<file path="config.mk">
export PLATFORM = sky130hd
export DESIGN_NAME = page_ea_gen
export DESIGN_NICKNAME = d
export VERILOG_FILES = /design/src/rtl/page_ea_gen.sv
export SDC_FILE = /design/constraint.sdc
export NUM_CORES = 1
export LEC_CHECK = 0
export ABC_CLOCK_PERIOD_IN_PS = 1900
export BUFFER_PORTS_ARGS = -buffer_cell sky130_fd_sc_hd__buf_2
export CORE_ASPECT_RATIO = 1.25
export CORE_MARGIN = 10
export CORE_UTILIZATION = 50
export CTS_CLUSTER_SIZE = 24
export DETAILED_ROUTE_END_ITERATION = 10
export GPL_TIMING_DRIVEN = 0
export PLACE_DENSITY = 0.95
export SYNTH_ARGS = -nofsm -noshare
export SYNTH_HDL_FRONTEND = slang
export SYNTH_SLANG_ARGS = --single-unit
</file>
<file path="constraint.sdc">
create_clock -name clk -period 1.9 [get_ports clk]
set_input_delay 0.095 -clock clk [delete_from_list [all_inputs] [get_ports clk]]
set_output_delay 0.095 -clock clk [all_outputs]
set_load 0.05 [all_outputs]
</file>
<file path="src/rtl/page_ea_gen.sv">
module page_ea_gen #(
  parameter int AW       = 12,
  parameter int OFS_W    = 7,
  parameter int AUTO_LO  = 8,
  parameter int AUTO_CNT = 8
) (
  input  logic          clk,
  input  logic          rst_n,
  input  logic          start,
  input  logic [AW-1:0] instr,
  input  logic [AW-1:0] pc,
  output logic          mem_rd_en,
  output logic          mem_wr_en,
  output logic [AW-1:0] mem_addr,
  output logic [AW-1:0] mem_wdata,
  input  logic [AW-1:0] mem_rdata,
  output logic          busy,
  output logic          done,
  output logic [AW-1:0] ea
);
  localparam int PG_W    = AW - OFS_W;
  localparam int PG_BIT  = OFS_W;
  localparam int IND_BIT = OFS_W + 1;
  localparam logic [AW-1:0] AUTO_HI = AW'(AUTO_LO + AUTO_CNT - 1);

  logic          in_fetch;
  logic          auto_q;
  logic [AW-1:0] ptr_q;
  logic [AW-1:0] dir_addr;
  logic          is_ind, is_auto, accept;

  assign dir_addr = {instr[PG_BIT] ? pc[AW-1 -: PG_W] : {PG_W{1'b0}}, instr[OFS_W-1:0]};
  assign is_ind   = instr[IND_BIT];
  assign is_auto  = is_ind && dir_addr >= AW'(AUTO_LO) && dir_addr <= AUTO_HI;
  assign accept   = start && !in_fetch;

  assign busy      = in_fetch;
  assign mem_rd_en = accept && is_ind;
  assign mem_wr_en = in_fetch && auto_q;
  assign mem_addr  = in_fetch ? ptr_q : dir_addr;
  assign mem_wdata = mem_rdata + AW'(1);

  always_ff @(posedge clk or negedge rst_n) begin
    if (!rst_n) begin
      in_fetch <= 1'b0;
      auto_q   <= 1'b0;
      ptr_q    <= '0;
      done     <= 1'b0;
      ea       <= '0;
    end else begin
      done <= 1'b0;
      if (in_fetch) begin
        in_fetch <= 1'b0;
        done     <= 1'b1;
        ea       <= auto_q ? mem_wdata : mem_rdata;
      end else if (start) begin
        ptr_q  <= dir_addr;
        auto_q <= is_auto;
        if (is_ind) begin
          in_fetch <= 1'b1;
        end else begin
          done <= 1'b1;
          ea   <= dir_addr;
        end
      end
    end
  end

  assert_wr_in_window_R5: assert property (@(posedge clk) disable iff (!rst_n)
    mem_wr_en |-> (mem_addr >= AW'(AUTO_LO) && mem_addr <= AUTO_HI));

  assert_wr_result_R5: assert property (@(posedge clk) disable iff (!rst_n)
    mem_wr_en |=> (done && ea == $past(mem_wdata)));

  assert_direct_next_R6: assert property (@(posedge clk) disable iff (!rst_n)
    (start && !busy && !instr[IND_BIT]) |-> (!mem_rd_en && !mem_wr_en));

  assert_direct_done_R6: assert property (@(posedge clk) disable iff (!rst_n)
    (start && !busy && !instr[IND_BIT]) |=> (done && !busy));

  assert_indirect_busy_R7: assert property (@(posedge clk) disable iff (!rst_n)
    (start && !busy && instr[IND_BIT]) |=> (busy && !done && !mem_rd_en));

  assert_busy_ends_R7: assert property (@(posedge clk) disable iff (!rst_n)
    busy |=> (done && !busy));

  assert_ignore_busy_R8: assert property (@(posedge clk) disable iff (!rst_n)
    busy |-> !mem_rd_en);

  assert_ea_hold_R9: assert property (@(posedge clk) disable iff (!rst_n)
    !done |-> $stable(ea));

  assert_strobe_excl_R7: assert property (@(posedge clk) disable iff (!rst_n)
    !(mem_rd_en && mem_wr_en));
endmodule

</file>
==> results.md, run 1 <==
- The cell count after synthesis is 180.
- 0 antenna diodes ended up in the layout.
- Across the VDD grid, the largest voltage drop is 475 µV.
- The latest clock arrival within the worst-skew pair is 0.27 ns.
- The via count of the first global-routing pass is 1597.
- The simple-gate share of the synthesized area is 17.6%.
- The initialized floorplan defines 23 standard-cell rows.
- The clock arrives with 0.00402 ns of skew.
- After floorplanning, the core was sized to cover 3220 µm².
- The async set or reset register ratio after synthesis is 100%.
- The via total after detailed routing is 1563.
- After legalization and detailed placement, the total HPWL measured 3920 µm.
- The net count after synthesis is 220.
- The post-synthesis compound-gate area fraction is 9.38%.
- The final-report max-slew violation count is 0.
- At the worst endpoint, the arrival time is 1.68 ns.
- For this run, the total global-route usage over all layers was measured as 15.6%.
- Timing analysis after detailed placement gives a worst setup slack of 0.465 ns.
- The slew at the pin closest to its max-slew limit is 0.599 ns.
- The die footprint is 6090 µm².
- The worst pin sits at a relative slew slack of 60.1%.
- In the final routed layout, each cell accounts on average for 16.7 µm.
- The post-CTS setup repair buffer count is 0.
- By instance count, the leading cell after synthesis is dfrtp_1.
- The critical path starts at busy$_DFF_PN0_.
- The fraction of the mapped netlist area in adder cells is 0.745%.
- In this run the cell area of the synthesized design comes to 1680 µm².
- The global-route wire length before repair is 7790 µm.
- The run finished with clean final reports.
- The congestion estimate from routability-driven global placement came to 0.839.
- The total length of routed wires is 4800 µm.
- The path class of the lowest-slack min-delay path is primary input to flop.
- The fraction of post-synthesis cell area in the top cell type by area is 40.2%.
- The clock tree buffer depth is 2.
- The worst hold path begins at instr[8].
- The final setup violation count is 0.
- The depth of the CTS H-tree is 1.
- The detailed router finished its first iteration with 66 violations.
- The xor/xnor cell area share of the yosys netlist is 10.9%.
- The final hold violation count came to 0.
- The initial standard-cell utilization of the core is 52.1%.
- In this run the static leakage power is 0.998 nW.
- The number of cells in the design after placement is 282.
- Ranked by total cell area, the synthesized netlist is headed by dfrtp_1 (40%), mux2_2 (11%), xor2_1 (5.7%), nand2_1 (5.4%), xnor2_1 (5.2%).
- The leading register cell type out of synthesis is dfrtp_1.
- Entering global routing, the biggest net connects 28 pins.
- The number of distinct library cell variants in the gate-level netlist after synthesis is 27.
- In the routed layout, each cell is associated on average with a via count of 5.45.
- At the worst endpoint, the required time is 1.80 ns.
- The biggest area contributor in the post-synthesis netlist is dfrtp_1.
- The worst setup path is launched from a flop.
- In this design, the stage delay of the slowest critical-path cell is 0.38 ns.
- The worst setup path is of the flop to output port kind.
- The sort of element at the end of the critical path is an output port.
- In this run the tool buffered the top-level ports with 65 buffer cells.
- The detail route stage leaves a number of antenna-violating nets equal to 0.
- Setup repair after global routing left no endpoint under its margin.
- Summing the sequential cell areas from Yosys gives 40.2% of the chip area.
- The final routed DRC violation total is 0.
- The TritonCTS clock tree is done.
- The number of nets in the layout is 291.
- Of the post-synthesis cell area, the part taken by muxes is 14.4%.
- The post-synthesis register bit count is 27.
- Dividing the synthesized area by the synthesized cell count gives 9.34 µm².
- The initial antenna violation count came to 0.
- The critical path's most frequent cell is buf_2.
- Among all stages on the critical path, the largest delay is contributed by dfrtp_1.
- The layout has 277 filler cells.
- In this run the count of I/O pins placed on the die edge is 79.
- Across all setup checks in the final design, the least slack found is 0.130 ns.
- For this run the aggregate overflow at the end of global routing stands at 0.
- The number of detailed-routing iterations run before antenna repair is 4.
- The signal on the critical path passes through buf_2 -> nand2b_1 -> clkbuf_1 -> nor2_1 -> buf_2.
- For this design the ratio of total power to cell area is 798 nW/µm².
- By count the netlist is led by dfrtp_1 (27), nand2_1 (24), mux2_2 (16).
- The Yosys step of the flow raised 0 warnings.
- By area, the combinational part of the netlist is dominated by simple AND/OR/NAND/NOR gates.
- Clock tree synthesis inserted a total of 3 buffers.
- The layout cell share with drive strength beyond 1 is 38.4%.
- Measured on the finished design, the core utilization comes to 65.4%.
- Based on the critical path, the design can be clocked at up to 0.565 GHz.
- The origin of the critical flop-to-flop path is busy$_DFF_PN0_.
- The total of max-cap violations is 0.
- The root buffer selected by CTS is clkbuf_8.
- Dividing the final minimum period by the clock period gives 93.2%.
- The height of the die is 84.8 µm.
- The count of clock tree sinks is 27.
- The maximum fanout encountered on the critical timing path is 10.
- Counting flops with a built-in enable in the synthesized netlist gives 0.
- The synthesis-to-finish area growth is 25.4%.
- Clock-pin slew was measured on the worst setup and hold paths at 0.09 ns.
- The routed design could run at a clock period as short as 1.77 ns.
- In this run the horizontal extent of the chip is 71.9 µm.
- After layout, the design draws a total of 1.68 mW.
- The count of placed standard cells in the final layout, fillers left out is 287.
## worst max-delay path: cells and delay by family (launching register included)
family | cells | cell delay, ns
buf+inv | 3 | 0.68
simple gates | 2 | 0.34
flops | 1 | 0.38
## placed cells by master (no fill, tap or decap), drive strengths merged
cell type,Yosys,routed
and3,3,3
and4,2,2
a21oi,9,9
nor2,11,11
mux2i,4,4
dlygate4sd3,0,1
nor4,1,1
ha,1,1
clkbuf,5,9
buf,11,76
nand2,24,24
and2,2,2
mux2,18,18
nand4,7,7
or4,1,1
xor2,11,11
nand3,8,8
o21ai,15,15
inv,2,2
dfrtp,27,27
a211oi,5,5
nand2b,3,3
xnor2,10,10
## final timing paths
path | endpoint | slack (ns) | depth (start not counted)
worst min register to register | ptr_q[7]$_DFFE_PN0P_ | 0.49 | 2
min in group asynchronous | ptr_q[2]$_DFFE_PN0P_ | 0.35 | 2
worst max register to register | ptr_q[6]$_DFFE_PN0P_ | 0.46 | 4
worst min-delay path | busy$_DFF_PN0_ | 0.08 | 3
worst max-delay path | mem_rd_en | 0.13 | 5
max in group asynchronous | ea[10]$_DFFE_PN0P_ | 1.15 | 2
## layout make-up
cell class / count / area (µm²) / area share [%]
Clock buffer: 4 / 45.0 / 2.14
Sequential cell: 27 / 676 / 32.1
Multi-Input combinational cell: 135 / 893 / 42.4
Timing Repair Buffer: 66 / 335 / 15.9
Tap cell: 37 / 46.3 / 2.20
Inverter: 2 / 7.51 / 0.356
Buffer: 16 / 104 / 4.93
## sequential cells by signal, indices dropped and copies added (netlist names)
| signal | cells |
|---|---|
| ea | 12 |
| busy | 1 |
| auto_q | 1 |
| done | 1 |
| ptr_q | 12 |
## report_power, final
part | total [mW] | leakage (nW) | internal [mW] | switching (mW)
logic | 0.673 | 0.648 | 0.183 | 0.490
clock network | 0.323 | 0.0228 | 0.150 | 0.173
registers | 0.685 | 0.327 | 0.647 | 0.0382
## cells by family (layout without fill, tap and decap cells)
family | count (synthesis) | count (layout)
xor gates and xnor gates | 21 | 21
DFF | 27 | 27
muxes | 22 | 22
adders and majority gates | 1 | 1
buffers and inverters | 18 | 88
AOI/OAI and AO/OA | 29 | 29
and+or+nand+nor | 62 | 62
## metal layers
layer	up-vias	track usage, %	share of wire [%]
met5	-	0	0
met4	0	7.23	3.7
met3	14	3.73	5.7
met2	62	28.8	55
met1	727	16.0	35
li1	760	-	-
## through the flow
step                      setup TNS (ns)  cell area [µm²]  hold slack, ns
after CTS                              0             2110          0.0787
after global routing                   0             2110          0.0974
after floorplan                   -0.569             1680          -0.201
final                                  0             2110          0.0824
after detailed placement               0             2050           0.132
after global placement                 0             2050           0.119
## timing repair
item / CTS / global route
hold endpoints to repair: 27 / 0
resized for setup: 0 / 0
setup endpoints to repair: 0 / 0
hold buffers: 1 / 0
Power figures use the tool's default switching activity.
==> inputs of run 2 (changes only) <==
GPL_ROUTABILITY_DRIVEN = 0   (was not set)
PLACE_DENSITY = 0.89   (was 0.95)
SETUP_SLACK_MARGIN = 0.3   (was not set)
==> run 2 against run 1 <==
Compared with the run above:
- final cell count is the same
- critical endpoint is now mem_addr[4]
- total power increased by 0.71%
- critical path depth down 1
- first-iteration DRC count is 7.6% lower
- non-clock buffer count is the same
- register-to-register slack improved by 0.05 ns
- count of clock-buffer cells in the layout stayed put
==> results.md, run 2 (same netlist as run 1, synthesis figures left out) <==
- The peak per-stage delay on the critical path is 0.37 ns (about the same).
- The half-perimeter wire length after detailed placement came to 3680 µm (-6.1%).
- The diode insertion count for antenna repair is 0 (unchanged).
- The root buffer selected by CTS is clkbuf_8.
- The worst hold path depth came to 2 (-1).
- The type of the worst setup path is flop to output port.
- The site row count is 23 (unchanged).
- The clock tree buffer depth is 2 (unchanged).
- The clock input transition at the sequential cells of the worst setup and hold paths is 0.09 ns (about the same).
- The final hold violation count came to 0 (unchanged).
- The final routed DRC violation total is 0 (unchanged).
- The number of buffers inserted during clock tree synthesis is 3 (unchanged).
- The first-iteration detailed-routing DRC count came to 61 (-7.6%).
- The global-route wire length before repair came to 7670 µm (-1.6%).
- The number of fillers in the final layout is 263 (-5.1%).
- The total net switching power was 0.696 mW (-0.77%).
- The count of antenna-violating nets left after detailed routing is 0 (unchanged).
- The depth of the CTS H-tree is 1 (unchanged).
- The met2 wire length is 2490 µm (-6.5%).
- The highest layer touched by signal routing is met4.
- The critical path ends at mem_addr[4].
- The leakage power was 1.02 nW (+2.4%).
- The total of max-cap violations came to 0 (unchanged).
- The final total power is 1.69 mW (+0.71%).
- The synthesis-to-finish area growth is 29.3%.
- The peak ir drop on the vdd network is 412 µV (-13%).
- The switching portion of total power was 41.1% (-0.61 points).
- The latest clock arrival within the worst-skew pair came to 0.27 ns (about the same).
- The met1 routed wirelength after detailed routing is 1780 µm (+5.2%).
- The average vias per placed instance is 5.39 (-1.0%).
- TritonCTS built the clock tree.
- The sort of element at the end of the critical path is an output port.
- The number of input and output port buffers inserted was 65 (unchanged).
- The via count of the first global-routing pass is 1628 (+1.9%).
- The area of the placeable core is 3220 µm² (unchanged).
- The share of total power in the clock network is 18.7% (-0.5 points).
- The sort of element at the start of the critical path is a flop.
- Traced cell by cell, the critical path runs through buf_6 -> buf_8 -> mux2_2 -> buf_2.
- The core utilization of the finished layout is 67.4% (+2.0 points).
- The path class of the lowest-slack min-delay path is primary input to flop.
- The worst reg2reg path endpoint is ptr_q[6]$_DFFE_PN0P_.
- The initial antenna violation count is 0 (unchanged).
- The combinational power share was 40.8% (+0.8 points).
- The height of the die is 84.8 µm (unchanged).
- The post-CTS setup repair buffer count came to 0 (unchanged).
- The combined global-route utilization of all metal layers was 15.2% (-0.39 points).
- The number of I/O pins is 79 (unchanged).
- The count of clock tree sinks came to 27 (unchanged).
- The worst reg2reg path depth is 4 (unchanged).
- The critical path arrival is 1.45 ns (-0.23 ns).
- The die footprint is 6090 µm² (unchanged).
- The highest achievable clock rate was 0.649 GHz (+15%).
- The final setup violation count was 0 (unchanged).
- Setup repair after global routing could not meet its margin everywhere.
- The worst setup slack for register-to-register paths is 0.51 ns (+0.05 ns).
- The setup TNS is 0 ns (unchanged).
- The pin count of the biggest net entering global routing came to 28 (unchanged).
- The layout cell share with drive strength beyond 1 is 41.2% (+2.8 points).
- The number of detailed-routing iterations run before antenna repair was 4 (unchanged).
- The residual overflow from global routing came to 0 (unchanged).
- The wire length on met3 came to 214 µm (-22%).
- On the critical path, the stage with the largest delay is an instance of dfrtp_2.
- The top cell types in the final layout, fill and taps aside, are buf_2 (60), dfrtp_1 (26), nand2_1 (24).
- The initial standard-cell utilization of the core is 52.1% (unchanged).
- The required time at the worst-slack endpoint came to 1.80 ns (about the same).
- The detailed-route wire length per cell is 16.0 µm (-4.2%).
- Tracing the worst setup path back leads to its startpoint at busy$_DFF_PN0_.
- In the final layout, the registers with the most flip-flops are ea (12), ptr_q (12).
- The remaining max-slew budget at the tightest pin is 61.6% (+1.6 points).
- The final clock period utilization by the worst path is 81.1% (-12 points).
- The power per unit of standard cell area is 780 nW/µm² (-2.3%).
- The part of the power in registers is 40.4% (-0.4 points).
- The worst-case clock skew came to 0.00215 ns (-0.00186 ns).
- The flow ran to the end, and the final reports show no timing, DRC or antenna violations.
- The library cell used most frequently in the layout, excluding fill and tap cells, is buf_2.
- The maximum fanout encountered on the critical timing path came to 10 (unchanged).
- The die span in x is 71.9 µm (unchanged).
- The final-report max-slew violation count is 0 (unchanged).
- The worst register-to-register path begins at busy$_DFF_PN0_.
- The slew at the pin closest to its max-slew limit was 0.576 ns (-0.0233 ns).
- The total length of routed wires is 4600 µm (-4.2%).
- The post-layout minimum cycle time came to 1.54 ns (-0.230 ns).
- The internal power summed over all cells is 0.997 mW (+1.8%).
- The number of nets in the layout is 291 (unchanged).
- The via total after detailed routing is 1547 (-1.0%).
-- run 2: changes by cell type in the layout (fill, tap and decap cells not counted), moves of 2 or more --
cell,change
buf_2,-9
buf_4,+5
buf_6,+4
clkbuf_1,-4
clkbuf_2,+2
o21ai_0,-2
o21ai_1,+2
-- run 2: worst min-delay path by stage --
stage / start / endpoint / slack [ns]
floorplan: rst_n / auto_q$_DFFE_PN0P_ / -0.20
detailed placement: rst_n / ptr_q[0]$_DFFE_PN0P_ / 0.12
finish: instr[2] / ptr_q[2]$_DFFE_PN0P_ / 0.09
CTS: instr[2] / ptr_q[2]$_DFFE_PN0P_ / 0.09
global route: instr[1] / ptr_q[1]$_DFFE_PN0P_ / 0.1
global placement: rst_n / ptr_q[0]$_DFFE_PN0P_ / 0.12
-- run 2: critical path, delay by kind of cell (launching register included) --
kind / cells / cell delay [ns]
buffers and inverters: 3 / 0.47
muxes: 1 / 0.33
DFF: 1 / 0.37
-- run 2: through the flow --
| stage | hold slack, ns | setup WS, ns | area (µm²) | instances |
|---|---|---|---|---|
| floorplan | -0.201 | 0.183 | 1690 | 180 |
| global placement | 0.123 | 0.421 | 2060 | 282 |
| detailed placement | 0.121 | 0.403 | 2060 | 282 |
| CTS | 0.0916 | 0.323 | 2150 | 287 |
| global route | 0.0960 | 0.285 | 2170 | 287 |
| finish | 0.0920 | 0.359 | 2170 | 287 |
-- run 2: what timing repair did --
action                     CTS  global route
resized for setup           13            13
setup endpoints to repair   11             9
hold buffers                 1             0
hold endpoints to repair    27             0
-- run 2: final cells by class --
| class | count | area [µm²] | area share (%) |
|---|---|---|---|
| inverters | 2 | 7.51 | 0.346 |
| clock buffers | 4 | 45.0 | 2.07 |
| repair buffers | 66 | 364 | 16.8 |
| multi-input cells | 135 | 902 | 41.5 |
| flip-flops and latches | 27 | 677 | 31.2 |
| well taps | 37 | 46.3 | 2.13 |
| plain buffers | 16 | 130 | 5.99 |
-- run 2: layer usage --
metal	vias to the layer above	track usage, %
met1	738	15.4
met4	0	7.23
met5	-	0
met2	43	29.0
li1	757	-
met3	9	2.45
-- run 2: power by group through the flow --
stage,logic (mW),clock network [mW],registers (mW)
4_1_cts,0.689,0.319,0.683
5_1_grt,0.736,0.345,0.694
3_5_place_dp,0.673,0,0.694
2_1_floorplan,0.337,0,0.842
3_3_place_gp,0.663,0,0.688
6_report,0.691,0.317,0.684
==> inputs of run 3 (changes only) <==
ABC_AREA = 1   (was not set)
ABC_CLOCK_PERIOD_IN_PS = 1340   (was 1900)
CORE_UTILIZATION = 42   (was 50)
PLACE_DENSITY = 0.8   (was 0.89)
clock period = 1.34 ns   (was 1.9 ns; I/O delays follow)
==> run 3 against run 2 <==
Compared with the run above:
- wire length increased by 73%
- the run now ends with negative setup slack left
- final cell count increased by 36%
- sequential cell count did not move
- core utilization increased by 16 points
- critical path depth rose by 3
- area after synthesis up 2.5%
- sequential share of layout area is 10 points lower
- count of clock-buffer cells in the layout down 1
- global-route usage rose by 3.3 points
- die area grew 16%
==> results.md, run 3 <==
- The power per unit of standard cell area is 933 nW/µm² (+20%).
- The number of distinct library cell variants in the gate-level netlist after synthesis is 27 (unchanged).
- The via count of the first global-routing pass is 2177 (+34%).
- The part of the power in registers came to 33.9% (-6.5 points).
- The number of input and output port buffers inserted is 67 (+3.1%).
- The half-perimeter wire length after detailed placement is 4380 µm (+19%).
- The fraction of post-synthesis cell area in the top cell type by area was 39.2% (-0.96 points).
- The worst setup slack for register-to-register paths was -0.18 ns (-0.69 ns).
- The count of antenna-violating nets left after detailed routing is 0 (unchanged).
- The largest individual stage delay along the critical path comes from the cell dfrtp_2.
- The worst-case clock skew was 0.00463 ns (+0.00248 ns).
- The maximum fanout encountered on the critical timing path was 7 (-3).
- The residual overflow from global routing is 0 (unchanged).
- The layout cell share with drive strength beyond 1 is 58.8% (+18 points).
- The total of max-cap violations came to 0 (unchanged).
- The critical path goes through buf_8 -> buf_6 -> a21oi_4 -> buf_6 -> buf_8 -> a21oi_1 -> a21oi_1.
- The first-iteration detailed-routing DRC count came to 128 (+110%).
- The global-route wire length before repair is 10800 µm (+41%).
- The remaining max-slew budget at the tightest pin came to 57.8% (-3.8 points).
- The pin count of the biggest net entering global routing was 28 (unchanged).
- The number of buffers inserted during clock tree synthesis was 3 (unchanged).
- The worst reg2reg path depth is 7 (+3).
- The number of nets in the layout is 378 (+30%).
- In the layout the commonest cells are nand2_1 (42), buf_2 (37), dfrtp_1 (26).
- The part of the Yosys area used for sequential elements is 39.2% (-0.96 points).
- The final setup violation count is 24 (+24).
- The root buffer selected by CTS is clkbuf_8.
- The number of I/O pins is 79 (unchanged).
- The origin of the worst min-delay path is instr[1].
- The number of warnings reported in the yosys synthesis log is 0 (unchanged).
- The slew at the pin closest to its max-slew limit came to 0.633 ns (+0.0565 ns).
- The type of the worst setup path is flop to flop.
- The placed standard-cell area was 2370 µm² (+15%).
- The die span in x is 77.3 µm (+7.5%).
- In the final layout, the registers with the most flip-flops are ea (12), ptr_q (12).
- By area, the combinational part of the netlist is dominated by simple AND/OR/NAND/NOR gates.
- The sort of element at the end of the critical path is a flop.
- The post-synthesis compound-gate area fraction came to 19.3% (+9.9 points).
- The area of all placed cells without fillers is 3230 µm² (+49%).
- Setup repair after global routing could not meet its margin everywhere.
- The TritonCTS clock tree is done.
- The worst register-to-register path ends at ea[4]$_DFFE_PN0P_.
- The combinational power share was 49.2% (+8.4 points).
- The flow ran to the end, but the final reports show violations.
- The detailed-route wire length per cell is 20.4 µm (+27%).
- The average vias per placed instance came to 5.43 (+0.73%).
- The simple-gate share of the synthesized area was 29.1% (+11 points).
- Of all cell types, the one taking the most synthesized area is dfrtp_1.
- The synthesized area per cell is 7.00 µm² (-25%).
- The number of detailed-routing iterations run before antenna repair came to 4 (unchanged).
- Timing would allow up to 0.659 GHz.
- The core utilization of the finished layout is 83.2% (+16 points).
- The origin of the critical flop-to-flop path is busy$_DFF_PN0_.
- The clock tree buffer depth came to 2 (unchanged).
- The final hold violation count is 0 (unchanged).
- The area of the placeable core is 3880 µm² (+20%).
- The die footprint came to 7080 µm² (+16%).
- The number of enable flip-flop cells after synthesis is 0 (unchanged).
- The height of the die is 91.6 µm (+8.0%).
- The initial standard-cell utilization of the core came to 44.4% (-7.7 points).
- The site row count came to 25 (+8.7%).
- The peak ir drop on the vdd network is 649 µV (+58%).
- Counting instances in the post-synthesis netlist gives the leading cell types as nand2_1 (73), dfrtp_1 (27), inv_1 (23).
- The leakage power was 1.49 nW (+46%).
- The latest clock arrival within the worst-skew pair is 0.29 ns (+0.02 ns).
- The final critical path takes up 113% of the cycle.
- The sort of element at the start of the critical path is a flop.
- The peak per-stage delay on the critical path is 0.45 ns (+0.08 ns).
- The multiplexer fraction of the synthesized cell area is 0% (-14 points).
- The worst hold path depth was 3 (+1).
- The cell count after synthesis is 246 (+37%).
- The final total power is 3.01 mW (+78%).
- The net count after synthesis is 286 (+30%).
- The total length of routed wires is 7990 µm (+73%).
- For the finished layout, the period the worst path requires is 1.52 ns.
- The final routed DRC violation total was 0 (unchanged).
- The required time at the worst-slack endpoint is 1.55 ns (-0.25 ns).
- The xor/xnor cell area share of the yosys netlist is 1.53% (-9.4 points).
- Sorting the synthesized cells by area gives the leading types as dfrtp_1 (39%), nand2_1 (16%), o21ai_1 (5.8%), a21oi_1 (5.2%), inv_1 (5.0%).
- The setup slack of the critical path after layout was -0.177 ns (-0.536 ns).
- The path class of the lowest-slack min-delay path is primary input to flop.
- The combined global-route utilization of all metal layers is 18.5% (+3.3 points).
- The clock input transition at the sequential cells of the worst setup and hold paths is 0.10 ns (about the same).
- The post-synthesis register bit count came to 27 (unchanged).
- The most common cell in the synthesized netlist is nand2_1.
- Leaving out fill and tap cells, the most frequent cell in the layout is nand2_1.
- The fraction of the mapped netlist area in adder cells is 0.727% (-0.018 points).
- The worst slack at placement is 0.00199 ns (-0.401 ns).
- The final reports fail on negative setup slack.
- The total net switching power came to 1.35 mW (+95%).
- The via total after detailed routing is 2123 (+37%).
- The critical path arrival was 1.72 ns (+0.27 ns).
- The path with the worst hold slack has its endpoint at ptr_q[1]$_DFFE_PN0P_.
- The share of total power in the clock network is 16.8% (-1.9 points).
- The initial antenna violation count is 0 (unchanged).
- The synthesis-to-finish area growth is 87.4%.
- The switching portion of total power is 45.0% (+3.9 points).
- The post-synth design cell area came to 1720 µm² (+2.5%).
- The async set or reset register ratio after synthesis was 100% (unchanged).
- The diode insertion count for antenna repair is 0 (unchanged).
- The depth of the CTS H-tree is 1 (unchanged).
- The final-report max-slew violation count is 0 (unchanged).
- The most used flip-flop cell after synthesis is dfrtp_1.
- The internal power summed over all cells is 1.66 mW (+66%).
- The count of clock tree sinks came to 27 (unchanged).
## run 3: cell count changes after synthesis, moves of 7 or more
cell     change
mux2_2      -16
a21oi_1      +9
o21ai_1     +19
a31oi_1      +7
nor2_1       +9
xnor2_1     -10
inv_1       +21
nand2_1     +49
xor2_1       -8
## run 3: power groups by stage
| stage | Sequential (mW) | Clock [mW] | Combinational (mW) |
|---|---|---|---|
| after detailed placement | 0.992 | 0 | 1.08 |
| after CTS | 0.984 | 0.488 | 1.32 |
| after global routing | 1.03 | 0.536 | 1.55 |
| after global placement | 0.989 | 0 | 1.07 |
| after floorplan | 1.21 | 0 | 0.586 |
| final | 1.02 | 0.507 | 1.48 |
## run 3: area by class of cell
type                            count  area, µm²
Clock inverter                      1       5.00
Fill cell                         237        652
Multi-Input combinational cell    180       1390
Clock buffer                        3       41.3
Inverter                           27        121
Timing Repair Buffer               87        757
Buffer                             12        169
Sequential cell                    27        677
Tap cell                           54       67.6
## run 3: routing by layer
layer	GRT usage [%]	routed length, µm	up-vias
met5	0	0	-
met4	10.2	341	0
met3	4.54	451	24
met2	33.8	4310	111
met1	18.8	2880	1012
li1	-	-	976
## run 3: cells by family after synthesis
family / count (synthesis)
adder cells (fa/ha/maj): 1
flip-flops: 27
buffers and inverters: 39
AO/OA/AOI/OAI: 60
XOR/XNOR: 3
AND/OR/NAND/NOR: 116
## run 3: worst max-delay path by stage
stage	from	to	slack, ns	cells past startpoint
CTS	busy$_DFF_PN0_	mem_addr[3]	-0.06	6
global placement	busy$_DFF_PN0_	mem_addr[3]	-0.004	6
floorplan	busy$_DFF_PN0_	mem_rd_en	0.04	5
finish	busy$_DFF_PN0_	ea[4]$_DFFE_PN0P_	-0.18	7
detailed placement	busy$_DFF_PN0_	mem_addr[3]	0.002	6
global route	busy$_DFF_PN0_	ea[4]$_DFFE_PN0P_	-0.22	7
## run 3: through the flow
step	cells	setup TNS, ns	hold slack (ns)
after floorplan	246	0	-0.229
after CTS	391	-0.661	0.0390
after global placement	367	-0.00390	0.107
after detailed placement	367	0	0.115
after global routing	391	-3.04	0.0872
final	391	-2.32	0.0820
## run 3: worst max-delay path, delay by kind of cell (launching register included)
| family | cells | cell delay, ns |
|---|---|---|
| buffers and inverters | 4 | 0.57 |
| flip-flops | 1 | 0.45 |
| AO/OA/AOI/OAI | 3 | 0.41 |
## run 3: repair_timing
item	4_1_cts	5_1_grt
buffers inserted	15	0
setup endpoints to repair	49	52
gates cloned	4	0
endpoints found under the hold margin	27	0
gates resized for setup	102	71
hold buffers	1	0
pin swaps	15	13
